`src/rtl/upr_pkg.sv`:
```
package upr_pkg;

   // Restart tracking: nothing held, held awaiting return, replaying.
   typedef enum logic [1:0] {
      RS_IDLE   = 2'd0,
      RS_HELD   = 2'd1,
      RS_REPLAY = 2'd2
   } rs_state_e;

   // Control flags carried with each micro-op.
   typedef struct packed {
      logic valid;
      logic done;
      logic irq;
      logic fault;
      logic wr_en;
   } uop_ctl_t;

   localparam int CTL_W = $bits(uop_ctl_t);

endpackage

```
`src/rtl/upr_restart_reg.sv`:
```
module upr_restart_reg
   import upr_pkg::*;
#(
   parameter int AW   = 32,
   parameter int IDXW = 3,
   parameter int ZB   = 2,
   localparam int HI  = AW - ZB,
   localparam int RW  = HI + IDXW
) (
   input  logic            clk,
   input  logic            rst_n,
   input  logic            take_irq,
   input  logic [HI-1:0]   irq_pc_hi,
   input  logic [IDXW-1:0] irq_idx,
   input  logic            rti_strobe,
   input  logic            pass_real,
   output logic [RW-1:0]   restart_word,
   output logic [AW-1:0]   resume_addr,
   output logic [IDXW-1:0] saved_idx,
   output logic            replay_on
);

   rs_state_e state;
   logic [RW-1:0] word_q;

   always_ff @(posedge clk) begin
      if (!rst_n) begin
         state  <= RS_IDLE;
         word_q <= '0;
      end else if (take_irq) begin
         word_q <= {irq_pc_hi, irq_idx};
         state  <= RS_HELD;
      end else begin
         unique case (state)
            RS_HELD:   if (rti_strobe) state <= RS_REPLAY;
            RS_REPLAY: if (pass_real)  state <= RS_IDLE;
            default:   state <= state;
         endcase
      end
   end

   assign restart_word = word_q;
   assign saved_idx    = word_q[IDXW-1:0];
   assign resume_addr  = {word_q[RW-1:IDXW], {ZB{1'b0}}};
   assign replay_on    = (state == RS_REPLAY);

endmodule

```
`src/rtl/upr_nop_filter.sv`:
```
module upr_nop_filter
   import upr_pkg::*;
#(
   parameter int AW         = 32,
   parameter int IDXW       = 3,
   parameter int CW         = 4,
   parameter bit MATCH_ADDR = 1'b1
) (
   input  logic            dec_valid,
   input  logic [AW-1:0]   dec_pc,
   input  logic [IDXW-1:0] dec_idx,
   input  logic            dec_wr_en,
   input  logic            dec_fault,
   input  logic [CW-1:0]   dec_cause,
   input  logic            irq_req,
   input  logic            replay_on,
   input  logic [AW-1:0]   resume_addr,
   input  logic [IDXW-1:0] saved_idx,
   output uop_ctl_t        ctl,
   output logic [CW-1:0]   cause,
   output logic            take_irq,
   output logic            pass_real
);

   logic addr_hit;
   logic convert;

   generate
      if (MATCH_ADDR) begin : g_match
         assign addr_hit = (dec_pc == resume_addr);
      end else begin : g_nomatch
         logic unused_pc;
         assign unused_pc = ^{dec_pc, resume_addr};
         assign addr_hit  = 1'b1;
      end
   endgenerate

   assign take_irq  = dec_valid & irq_req;
   assign convert   = dec_valid & replay_on & addr_hit & (dec_idx < saved_idx);
   assign pass_real = dec_valid & ~take_irq & ~convert;

   always_comb begin
      ctl.valid = dec_valid;
      ctl.done  = 1'b0;
      ctl.irq   = 1'b0;
      ctl.fault = 1'b0;
      ctl.wr_en = dec_valid & dec_wr_en;
      cause     = '0;
      if (take_irq) begin
         ctl.done  = 1'b1;
         ctl.irq   = 1'b1;
         ctl.wr_en = 1'b0;
      end else if (convert) begin
         ctl.done  = 1'b1;
         ctl.wr_en = 1'b0;
      end else if (dec_valid && dec_fault) begin
         ctl.done  = 1'b1;
         ctl.fault = 1'b1;
         ctl.wr_en = 1'b0;
         cause     = dec_cause;
      end
   end

endmodule

```
`src/rtl/upr_pipe_stage.sv`:
```
module upr_pipe_stage #(
   parameter int PW = 8
) (
   input  logic          clk,
   input  logic          rst_n,
   input  logic [PW-1:0] d,
   output logic [PW-1:0] q
);

   always_ff @(posedge clk) begin
      if (!rst_n) q <= '0;
      else        q <= d;
   end

endmodule

```
`src/rtl/uop_restart_unit.sv`:
```
module uop_restart_unit
   import upr_pkg::*;
#(
   parameter int AW         = 32,
   parameter int IDXW       = 3,
   parameter int ZB         = 2,
   parameter int RDW        = 5,
   parameter int CW         = 4,
   parameter int STAGES     = 2,
   parameter bit MATCH_ADDR = 1'b1,
   localparam int RW        = AW - ZB + IDXW
) (
   input  logic            clk,
   input  logic            rst_n,
   input  logic            dec_valid,
   input  logic [AW-1:0]   dec_pc,
   input  logic [IDXW-1:0] dec_idx,
   input  logic [RDW-1:0]  dec_rd,
   input  logic            dec_wr_en,
   input  logic            dec_fault,
   input  logic [CW-1:0]   dec_cause,
   input  logic            irq_req,
   input  logic            rti_strobe,
   output logic            out_valid,
   output logic [AW-1:0]   out_pc,
   output logic [IDXW-1:0] out_idx,
   output logic [RDW-1:0]  out_rd,
   output logic            out_wr_en,
   output logic            out_done,
   output logic            out_irq,
   output logic            out_fault,
   output logic [CW-1:0]   out_cause,
   output logic [RW-1:0]   restart_word,
   output logic [AW-1:0]   resume_addr
);

   localparam int PW = CTL_W + CW + RDW + IDXW + AW;

   generate
      if (IDXW <= ZB) begin : g_bad_idxw
         $error("IDXW must exceed ZB so the restart word grows past the address");
      end
      if (ZB < 1 || ZB >= AW) begin : g_bad_zb
         $error("ZB out of range");
      end
      if (STAGES < 1) begin : g_bad_stages
         $error("STAGES must be at least 1");
      end
   endgenerate

   uop_ctl_t        f_ctl;
   logic [CW-1:0]   f_cause;
   logic            take_irq;
   logic            pass_real;
   logic            replay_on;
   logic [IDXW-1:0] saved_idx;

   upr_restart_reg #(.AW(AW), .IDXW(IDXW), .ZB(ZB)) u_rreg (
      .clk          (clk),
      .rst_n        (rst_n),
      .take_irq     (take_irq),
      .irq_pc_hi    (dec_pc[AW-1:ZB]),
      .irq_idx      (dec_idx),
      .rti_strobe   (rti_strobe),
      .pass_real    (pass_real),
      .restart_word (restart_word),
      .resume_addr  (resume_addr),
      .saved_idx    (saved_idx),
      .replay_on    (replay_on)
   );

   upr_nop_filter #(.AW(AW), .IDXW(IDXW), .CW(CW), .MATCH_ADDR(MATCH_ADDR)) u_filt (
      .dec_valid   (dec_valid),
      .dec_pc      (dec_pc),
      .dec_idx     (dec_idx),
      .dec_wr_en   (dec_wr_en),
      .dec_fault   (dec_fault),
      .dec_cause   (dec_cause),
      .irq_req     (irq_req),
      .replay_on   (replay_on),
      .resume_addr (resume_addr),
      .saved_idx   (saved_idx),
      .ctl         (f_ctl),
      .cause       (f_cause),
      .take_irq    (take_irq),
      .pass_real   (pass_real)
   );

   // Position, address and flags travel together through every stage.
   logic [PW-1:0] chain [STAGES+1];
   assign chain[0] = {f_ctl, f_cause, dec_rd, dec_idx, dec_pc};

   generate
      for (genvar g = 0; g < STAGES; g++) begin : g_stage
         upr_pipe_stage #(.PW(PW)) u_st (
            .clk   (clk),
            .rst_n (rst_n),
            .d     (chain[g]),
            .q     (chain[g+1])
         );
      end
   endgenerate

   uop_ctl_t o_ctl;
   assign {o_ctl, out_cause, out_rd, out_idx, out_pc} = chain[STAGES];
   assign out_valid = o_ctl.valid;
   assign out_done  = o_ctl.done;
   assign out_irq   = o_ctl.irq;
   assign out_fault = o_ctl.fault;
   assign out_wr_en = o_ctl.wr_en;

endmodule

```
`config.mk`:
```
export PLATFORM = sky130hd
export DESIGN_NAME = uop_restart_unit
export DESIGN_NICKNAME = d
export VERILOG_FILES = /design/src/rtl/upr_pkg.sv /design/src/rtl/upr_restart_reg.sv /design/src/rtl/upr_nop_filter.sv /design/src/rtl/upr_pipe_stage.sv /design/src/rtl/uop_restart_unit.sv
export SDC_FILE = /design/constraint.sdc
export NUM_CORES = 1
export LEC_CHECK = 0
export ABC_AREA = 1
export CORE_MARGIN = 2
export CORE_UTILIZATION = 35
export DETAILED_ROUTE_END_ITERATION = 6
export HOLD_SLACK_MARGIN = 0.12
export RECOVER_POWER = 50
export SLEW_MARGIN = 30
export SYNTH_ARGS = -nofsm -noshare
export SYNTH_HDL_FRONTEND = slang
export SYNTH_HIERARCHICAL = 1
export SYNTH_SLANG_ARGS = --single-unit
```
`constraint.sdc`:
```
create_clock -name clk -period 5.18 [get_ports clk]
set_clock_uncertainty 0.15 [all_clocks]
set_input_delay 1.554 -clock clk [delete_from_list [all_inputs] [get_ports clk]]
set_output_delay 1.554 -clock clk [all_outputs]
set_load 0.01 [all_outputs]
```
**After elaboration in Yosys (flattened, before gate mapping)**

Cells that the tools add are included.

- Add/sub/neg operators: 0
- $mul: 0
- Div/mod/pow operators: 0
- Order comparisons: 1
- Eq/ne operators: 7
- Shift-type cells: 0
- Multiplexer cells: 9
- Bitwise operators: 11
- Reduce and logical (&&, ||, !) cells: 9

Operators by type and width:

| cell | number |
|---|---|
| == test 32 bit | 1 |
| OR reduction 4 bit | 2 |
| bitwise AND 1 bit | 7 |
| two-way mux 2 bit | 3 |
| AND reduction 3 bit | 2 |
| two-way mux 1 bit | 5 |
| inequality test 2 bit (second input constant) | 2 |
| NOT 1 bit | 4 |
| case mux 2 bit (2 select lines) | 1 |
| less-than comparator 3 bit | 1 |
| inequality test 3 x 2 -> 1 bit (second input constant) | 1 |
| inequality test 3 bit (second input constant) | 1 |
| nonzero test 3 bit | 1 |
| OR reduction 3 bit | 1 |
| == test 2 x 1 -> 1 bit (second input constant) | 1 |
| == test 2 bit (second input constant) | 1 |
| nonzero test 2 bit | 1 |
| OR reduction 2 bit | 1 |
| logical AND 1 bit | 1 |

- Register bits after elaboration: 133
- Latch bits: 0
- Bits in writable memories: 0
- Memory bits (read-only): 0
- Memories: 0

**Depth between registers and ports, before layout**

Gate-level depths: netlist of run 1.

- Depth after elaboration: 9
- Mapped depth: 15
- Gate-level depth less buffers: 14

**Hierarchy**

Netlist of run 1, hierarchy kept.

Modules (own cells, without submodules):

| module | times used | cells each | area an instance (sq um) | sequential area each (sq um) |
|---|---|---|---|---|
| upr_pipe_stage | 2 | 152 | 1,378.8 | 980.9 |
| upr_restart_reg | 1 | 191 | 1,510.2 | 700.7 |
| upr_nop_filter | 1 | 143 | 679.4 | 0.0 |

**Least setup slack after synthesis of run 1**

Ideal clock, no wire load.

- Path kind: input to register
- Start point: in dec_idx[1]
- End point: reg u_rreg.state[1]
- Library setup time: 64 ps
- Arrival time: 2,543 ps
- Data required time: 4,966 ps
- Setup slack: 2,423 ps
- Stages: 12
- Cell sequence: ha_1 -> o21ai_0 -> nand2_1 -> nand2_1 -> nand2_1 -> nor2_2 -> nand3_2 -> nand2_1 -> inv_1 -> inv_1 -> o21ai_0 -> nor2_1

- Longest elaborated chain between the ends: 6

Ends and longest elaborated chain:

| what | RTL line | RTL |
|---|---|---|
| from (decl) | uop_restart_unit.sv:17 | `input logic [IDXW-1:0] dec_idx,` |
| less-than comparator 3 bit | upr_nop_filter.sv:39 | `assign convert = dec_valid & replay_on & addr_hit & (dec_idx < saved_idx);` |
| bitwise AND 1 bit | upr_nop_filter.sv:39 |  |
| NOT 1 bit | upr_nop_filter.sv:40 | `assign pass_real = dec_valid & ~take_irq & ~convert;` |
| bitwise AND 1 bit | upr_nop_filter.sv:40 |  |
| via pass_real | uop_restart_unit.sv:54 | `logic pass_real;` |
| inequality test 2 bit (no source line) | -- |  |
| AND reduction 3 bit (no source line) | -- |  |
| to (signal assigned) | upr_restart_reg.sv:37 | `default: state <= state;` |
| to (decl) | upr_restart_reg.sv:23 | `rs_state_e state;` |

The timed path passes the listed nets, and every way through them passes these cells.
A chain may end at the register's enable or synchronous reset.

**Final worst setup path of run 1**

- Start point: in rst_n
- End point: reg g_stage[1].u_st.q[47]

RTL lines:

| what | RTL line | RTL |
|---|---|---|
| from (decl) | uop_restart_unit.sv:14 | `input logic rst_n,` |
| to (signal assigned) | upr_pipe_stage.sv:11 | `if (!rst_n) q <= '0;` |
| to (signal assigned) | upr_pipe_stage.sv:12 | `else q <= d;` |
| to (decl) | upr_pipe_stage.sv:7 | `output logic [PW-1:0] q` |

No word-level cell between the ends.

==> results.yml, run 1 <==
logic_synthesis:
  ys_top_cells_by_count: "158 x nand2_1, 134 x inv_1, 133 x dfxtp_1"
  synth.distinct_cells: 23
  synth_area_per_cell_sq_um: 7.75
  ys_ff_latch: 133
  ys_warn_count: 6
  yosysMostFrequentCell: "nand2_1"
  synth-adder-area-share: 0.00506
  syn_area_sq_um: 4950
  synth_top_family_by_area: "simple AND/OR/NAND/NOR gates"
  yosysSeqAreaShare: 0.538
  async_reset_ff_frac: 0
  synth_flop_cell: "dfxtp_1"
  synth_area_leader_cell: "dfxtp_1"
  synth_mux_area_frac: 0
  netlist.area_leader.share: 0.538
  yosys-top-cells-area: "dfxtp_1 54%, nand2_1 12%, inv_1 10%, buf_4 6.7%, nor2_1 6.4%"
  synth_enable_flop_cells: 0
  syn_inst: 638
  synthSimpleGateAreaFrac: 0.193
  synth_compound_area_frac: 0.0455
  synth_xor_area_frac: 0.0319
cts:
  clkSinkCount: 133
  cts_hold_buffers: 0
  clk_latency_ns: 0.41
  htree_levels: 4
  clk_pin_slew_ns: 0.05
  numCtsBuffers: 17
  root_buffer: "clkbuf_16"
  cts-root-to-sink-buffers: 2
  cts_setup_buffers: 0
  cts_tree: "yes"
  ctsResizeCount: 0
critical_path:
  critical_path.max_stage_delay_ns: 1.36
  cp.arrival_ns: 4.02
  path_buf_inv: 3
  required_ns: 5.38
  crit_path_end_kind: "register"
  path_cells: "clkbuf_2 > clkbuf_1 > nand2_1 > inv_1"
  critPathTopFamily: "buffers and inverters"
  path_class: "in2reg"
  slowest_stage: "clkbuf_2"
  worst-path-stages: 4
  worstSetupStartpointType: "primary input"
  ff2ff_path_depth: 12
  path_max_fanout: 107
finish:
  final_net_count: 819
  antenna_cells: 0
  area_delta_synth_final_pct: 41.4
  n_fill_cell: 1312
  drive_gt1_frac: 0.0501
routing:
  first_pass_iters: 4
  antenna_left: 0
  drt_wl_total_um: 11500
  vias: 3939
  drt_iter0_markers: 222
  wl_per_cell_um: 12.0
  drc: 0
  vias_per_cell: 4.11
global_route:
  antenna_found_initial: 0
  grt_pass1_vias: 3743
  grt_pass1_wl_um: 18200
  overflow: 0
  grt_max_degree: 108
  grt_usage: 0.159
outcome:
  violations: "capacitance limit, slew limit"
  status: "finished, violations left"
floorplan:
  boundaryPins: 165
  rows: 43
  dieArea_sq_um: 15100
  dieHeight_um: 123
  initial_utilization: 0.358
  die_w_um: 123
  core_area_sq_um: 13800
job:
  drv_cap: 1
timing:
  finalSetupTns_ns: 0
  fin_crit_ns: 3.82
  rsz0062_at_grt: "false"
  drv_slew: 108
  worst_pin_slew_ns: 1.96
  fin_hold_ws_ns: 0.257
  slew_headroom: -0.308
  fmax_ghz: 0.262
  setup_viol: 0
  fin_crit_sh: 0.737
  hold_violations: 0
pwr:
  powerDensity_nw_per_um2: 367
  leakage_uw: 0.00369
  irDropWorstVdd_v: 0.000213
place:
  dpl.hpwl_um: 8180
  io_buffers: 162
  gp_congestion: 0.791
min_path:
  whs_path_depth: 2
  hp-class: "reg2reg"
-- worst register-to-register path: stages, from the launching register on --
cell and delay, ns:
dfxtp_1 0.36, inv_1 0.06, ha_1 0.21, nor2_1 0.12, nand2_1 0.08, nor2_1 0.13
nand3_1 0.10, nor2_2 0.15, nand3_2 0.13, nand2_2 0.11, nor2_1 0.05, nand2_1 0.06
inv_1 0.06
-- sequential cells by signal, summed over array words and instances (netlist names) --
signal,flops
u_rreg/restart_word,33
u_rreg/state,2
g_stage.u_st/q,98
-- logic make-up after synthesis --
logic type	Yosys count
AOI/OAI and AO/OA	43
xor gates and xnor gates	18
adders and majority gates	2
buffers and inverters	191
DFF	133
other	1
and+or+nand+nor	250
-- final timing paths --
path                                       startpoint                          endpoint  slack (ns)
setup reg to reg  u_rreg/restart_word[2]$_SDFFE_PN0P_  g_stage[0].u_st/q[40]$_SDFF_PN0_        3.30
setup / recovery                                rst_n  g_stage[1].u_st/q[47]$_SDFF_PN0_        1.36
hold / removal       g_stage[0].u_st/q[39]$_SDFF_PN0_  g_stage[1].u_st/q[39]$_SDFF_PN0_        0.26
hold reg to reg      g_stage[0].u_st/q[39]$_SDFF_PN0_  g_stage[1].u_st/q[39]$_SDFF_PN0_        0.26
-- per-stage QoR --
stage          total power [uW]  setup slack (ns)  instances   util  instance area, sq um
6_report                   2570              1.36        959  0.506                  6990
5_1_grt                    2680              1.06        959  0.506                  6990
4_1_cts                    2610              2.03        959  0.506                  7000
3_5_place_dp               1410              1.60        927  0.463                  6400
3_3_place_gp               1400              1.63        927  0.463                  6400
2_1_floorplan              1270              2.42        639      -                  4950
-- metal layers --
metal | up-vias | routed length [um] | global-route usage
met4 | 0 | 262 | 0.0848
met1 | 1761 | 5020 | 0.192
met2 | 114 | 5540 | 0.254
met3 | 15 | 663 | 0.0470
met5 | - | 0 | 0
li1 | 2049 | - | -
-- final cells by class --
type                            instances  area, sq um  area share
Clock inverter                          8         96.3      0.0138
Sequential cell                       133         2660       0.381
Inverter                              135          507      0.0725
Multi-Input combinational cell        315         1370       0.196
Tap cell                              180          225      0.0322
Timing Repair Buffer                  164         1630       0.233
Clock buffer                           24          502      0.0717
-- report_power, final --
group | leakage [uW] | internal [uW] | switching [uW] | total (uW)
sequential | 0.00110 | 1070 | 29.6 | 1100
combinational | 0.00229 | 146 | 131 | 277
clock | 0.000296 | 770 | 419 | 1190
-- layout by cell type, fill, tap and decap left out, types with 3 or more instances in the layout --
cell type / Yosys / layout
nand2_1: 158 / 158
inv_1: 134 / 134
dfxtp_1: 133 / 133
clkdlybuf4s50_1: 0 / 129
nor2_1: 85 / 85
o21ai_0: 36 / 36
dlygate4sd3_1: 0 / 32
clkbuf_16: 0 / 17
xnor2_1: 14 / 14
clkbuf_8: 0 / 5
clkinv_2: 0 / 4
xor2_1: 4 / 4
clkbuf_1: 0 / 3
No activity file was read; power rests on OpenSTA's default activity.
==> inputs of run 2 (changes only) <==
clock period = 4 ns   (was 5.18 ns; I/O delays follow)
==> run 2 against run 1 <==
- sequential cell count unchanged
- the flow now finishes without violations
- wire length decreased by 2.0%
- clock power grew 30%
- global-route usage shrank 0.14 points
- largest cell class unchanged
- critical path depth increased by 2
==> results.yml, run 2 (synthesis gave the netlist of run 1 again) <==
floorplan:
  rows: 43
  dieHeight_um: 123
  die_w_um: 123
  core_area_sq_um: 13800
  dieArea_sq_um: 15100
  boundaryPins: 165
  initial_utilization: 0.358
routing:
  vias: 3921
  drt_iter0_markers: 172
  drc: 0
  drt_wl_total_um: 11300
  antenna_left: 0
  first_pass_iters: 4
  vias_per_cell: 4.08
  wl_per_cell_um: 11.7
finish:
  layout.cells.non_filler: 960
  final_area_sq_um: 7010
  area_delta_synth_final_pct: 41.7
  regMostFlops: "g_stage.u_st/q"
  n_fill_cell: 1296
  final_cell_mix: "158 x nand2_1, 153 x clkdlybuf4s50_1, 135 x inv_1"
  drive_gt1_frac: 0.0500
  largest_reg_flops: 98
  antenna_cells: 0
  final_net_count: 820
  final_common_cell: "nand2_1"
critical_path:
  path_max_fanout: 34
  required_ns: 4.19
  crit_path_end_kind: "register"
  cp.arrival_ns: 3.27
  critPathTopFamily: "buffers and inverters"
  path_cells: "dlygate4sd3_1 > nand2_1 > inv_1 > inv_1 > nand2_1 > a21oi_2"
  path_class: "in2reg"
  worstSetupStartpointType: "primary input"
  slowest_stage: "inv_1"
  path_buf_inv: 3
  critical_path.max_stage_delay_ns: 0.91
timing:
  fmax_ghz: 0.324
  slew_headroom: 0.153
  drv_slew: 0
  hold_violations: 0
  worst_pin_slew_ns: 1.27
  setup_viol: 0
  finalSetupTns_ns: 0
  rsz0062_at_grt: "false"
  fin_crit_sh: 0.771
  fin_crit_ns: 3.09
global_route:
  grt_usage: 0.157
  grt_pass1_wl_um: 17900
  grt_max_degree: 70
  grt_pass1_vias: 3756
  antenna_found_initial: 0
  overflow: 0
pwr:
  irDropWorstVdd_v: 0.000262
  clkPwrFrac: 0.465
  swShare: 0.228
  power_frac_seq: 0.427
  comb_power_share: 0.108
  p_switching_uw: 761
  powerDensity_nw_per_um2: 477
  leakage_uw: 0.00361
  internal-power_uw: 2580
place:
  io_buffers: 162
  gp_congestion: 0.810
  dpl.hpwl_um: 8040
  placed_area_sq_um: 6410
  placed_cells: 928
min_path:
  hp-class: "reg2reg"
cts:
  cts_tree: "yes"
  numCtsBuffers: 17
  ctsResizeCount: 0
  root_buffer: "clkbuf_16"
  cts_hold_buffers: 0
  cts_setup_buffers: 0
  clkSinkCount: 133
  cts-root-to-sink-buffers: 2
  htree_levels: 4
  clk_pin_slew_ns: 0.05
  clk_latency_ns: 0.41
job:
  drv_cap: 0
outcome:
  status: "finished clean"
-- run 2: cell count changes in the layout (fill, tap and decap cells not counted) --
cell	delta
inv_1	+1
clkdlybuf4s50_1	+24
clkbuf_8	-4
bufinv_16	+1
clkinv_4	+1
inv_2	-1
buf_4	+2
clkinv_2	-3
dlygate4sd3_1	-24
clkinvlp_4	+3
inv_6	+1
-- run 2: stage by stage --
step | hold slack, ns | setup slack (ns) | total power, uW | util
global route | 0.276 | 0.704 | 3500 | 0.507
finish | 0.256 | 0.915 | 3340 | 0.507
CTS | 0.260 | 1.21 | 3400 | 0.507
global placement | 0.243 | 0.867 | 1820 | 0.463
detailed placement | 0.249 | 0.836 | 1820 | 0.463
floorplan | 0.236 | 1.60 | 1640 | -
-- run 2: area by class of cell --
class / count / area (sq um) / share of cell area
Multi-Input combinational cell: 315 / 1370 / 0.196
Clock inverter: 11 / 151 / 0.0216
Timing Repair Buffer: 165 / 1640 / 0.234
Inverter: 135 / 507 / 0.0723
Clock buffer: 21 / 450 / 0.0643
Tap cell: 180 / 225 / 0.0321
Sequential cell: 133 / 2660 / 0.380
-- run 2: power by group through the flow --
stage / clock network, uW / registers (uW) / logic [uW]
finish: 1550 / 1430 / 361
global route: 1670 / 1440 / 400
CTS: 1600 / 1430 / 366
detailed placement: 0 / 1460 / 364
global placement: 0 / 1450 / 362
floorplan: 0 / 1460 / 179
-- run 2: path summary, 6_finish.rpt --
kind | from | end | slack, ns | cells past startpoint
max | dec_valid | u_rreg/restart_word[18]$_SDFFE_PN0P_ | 0.91 | 6
min | g_stage[0].u_st/q[47]$_SDFF_PN0_ | g_stage[1].u_st/q[47]$_SDFF_PN0_ | 0.26 | 2
max reg2reg | u_rreg/restart_word[6]$_SDFFE_PN0P_ | u_rreg/state[1]$_SDFFE_PP0P_ | 2.19 | 11
min reg2reg | g_stage[0].u_st/q[47]$_SDFF_PN0_ | g_stage[1].u_st/q[47]$_SDFF_PN0_ | 0.26 | 2
-- run 2: worst register-to-register path, cell delays in order, from the launching register on --
cell	delay [ns]
dfxtp_1	0.34
xnor2_1	0.22
nand2_1	0.08
nor2_1	0.15
nand2_1	0.07
nor2_1	0.23
nand3_2	0.16
nand2_1	0.11
inv_1	0.04
inv_1	0.04
o21ai_0	0.06
nor2_1	0.10
-- run 2: layer usage --
layer	global-route usage	part of all wire	vias up
met5	0	0	-
met4	0.0704	0.019	0
met3	0.0512	0.064	14
met2	0.256	0.48	109
met1	0.190	0.44	1746
li1	-	-	2052
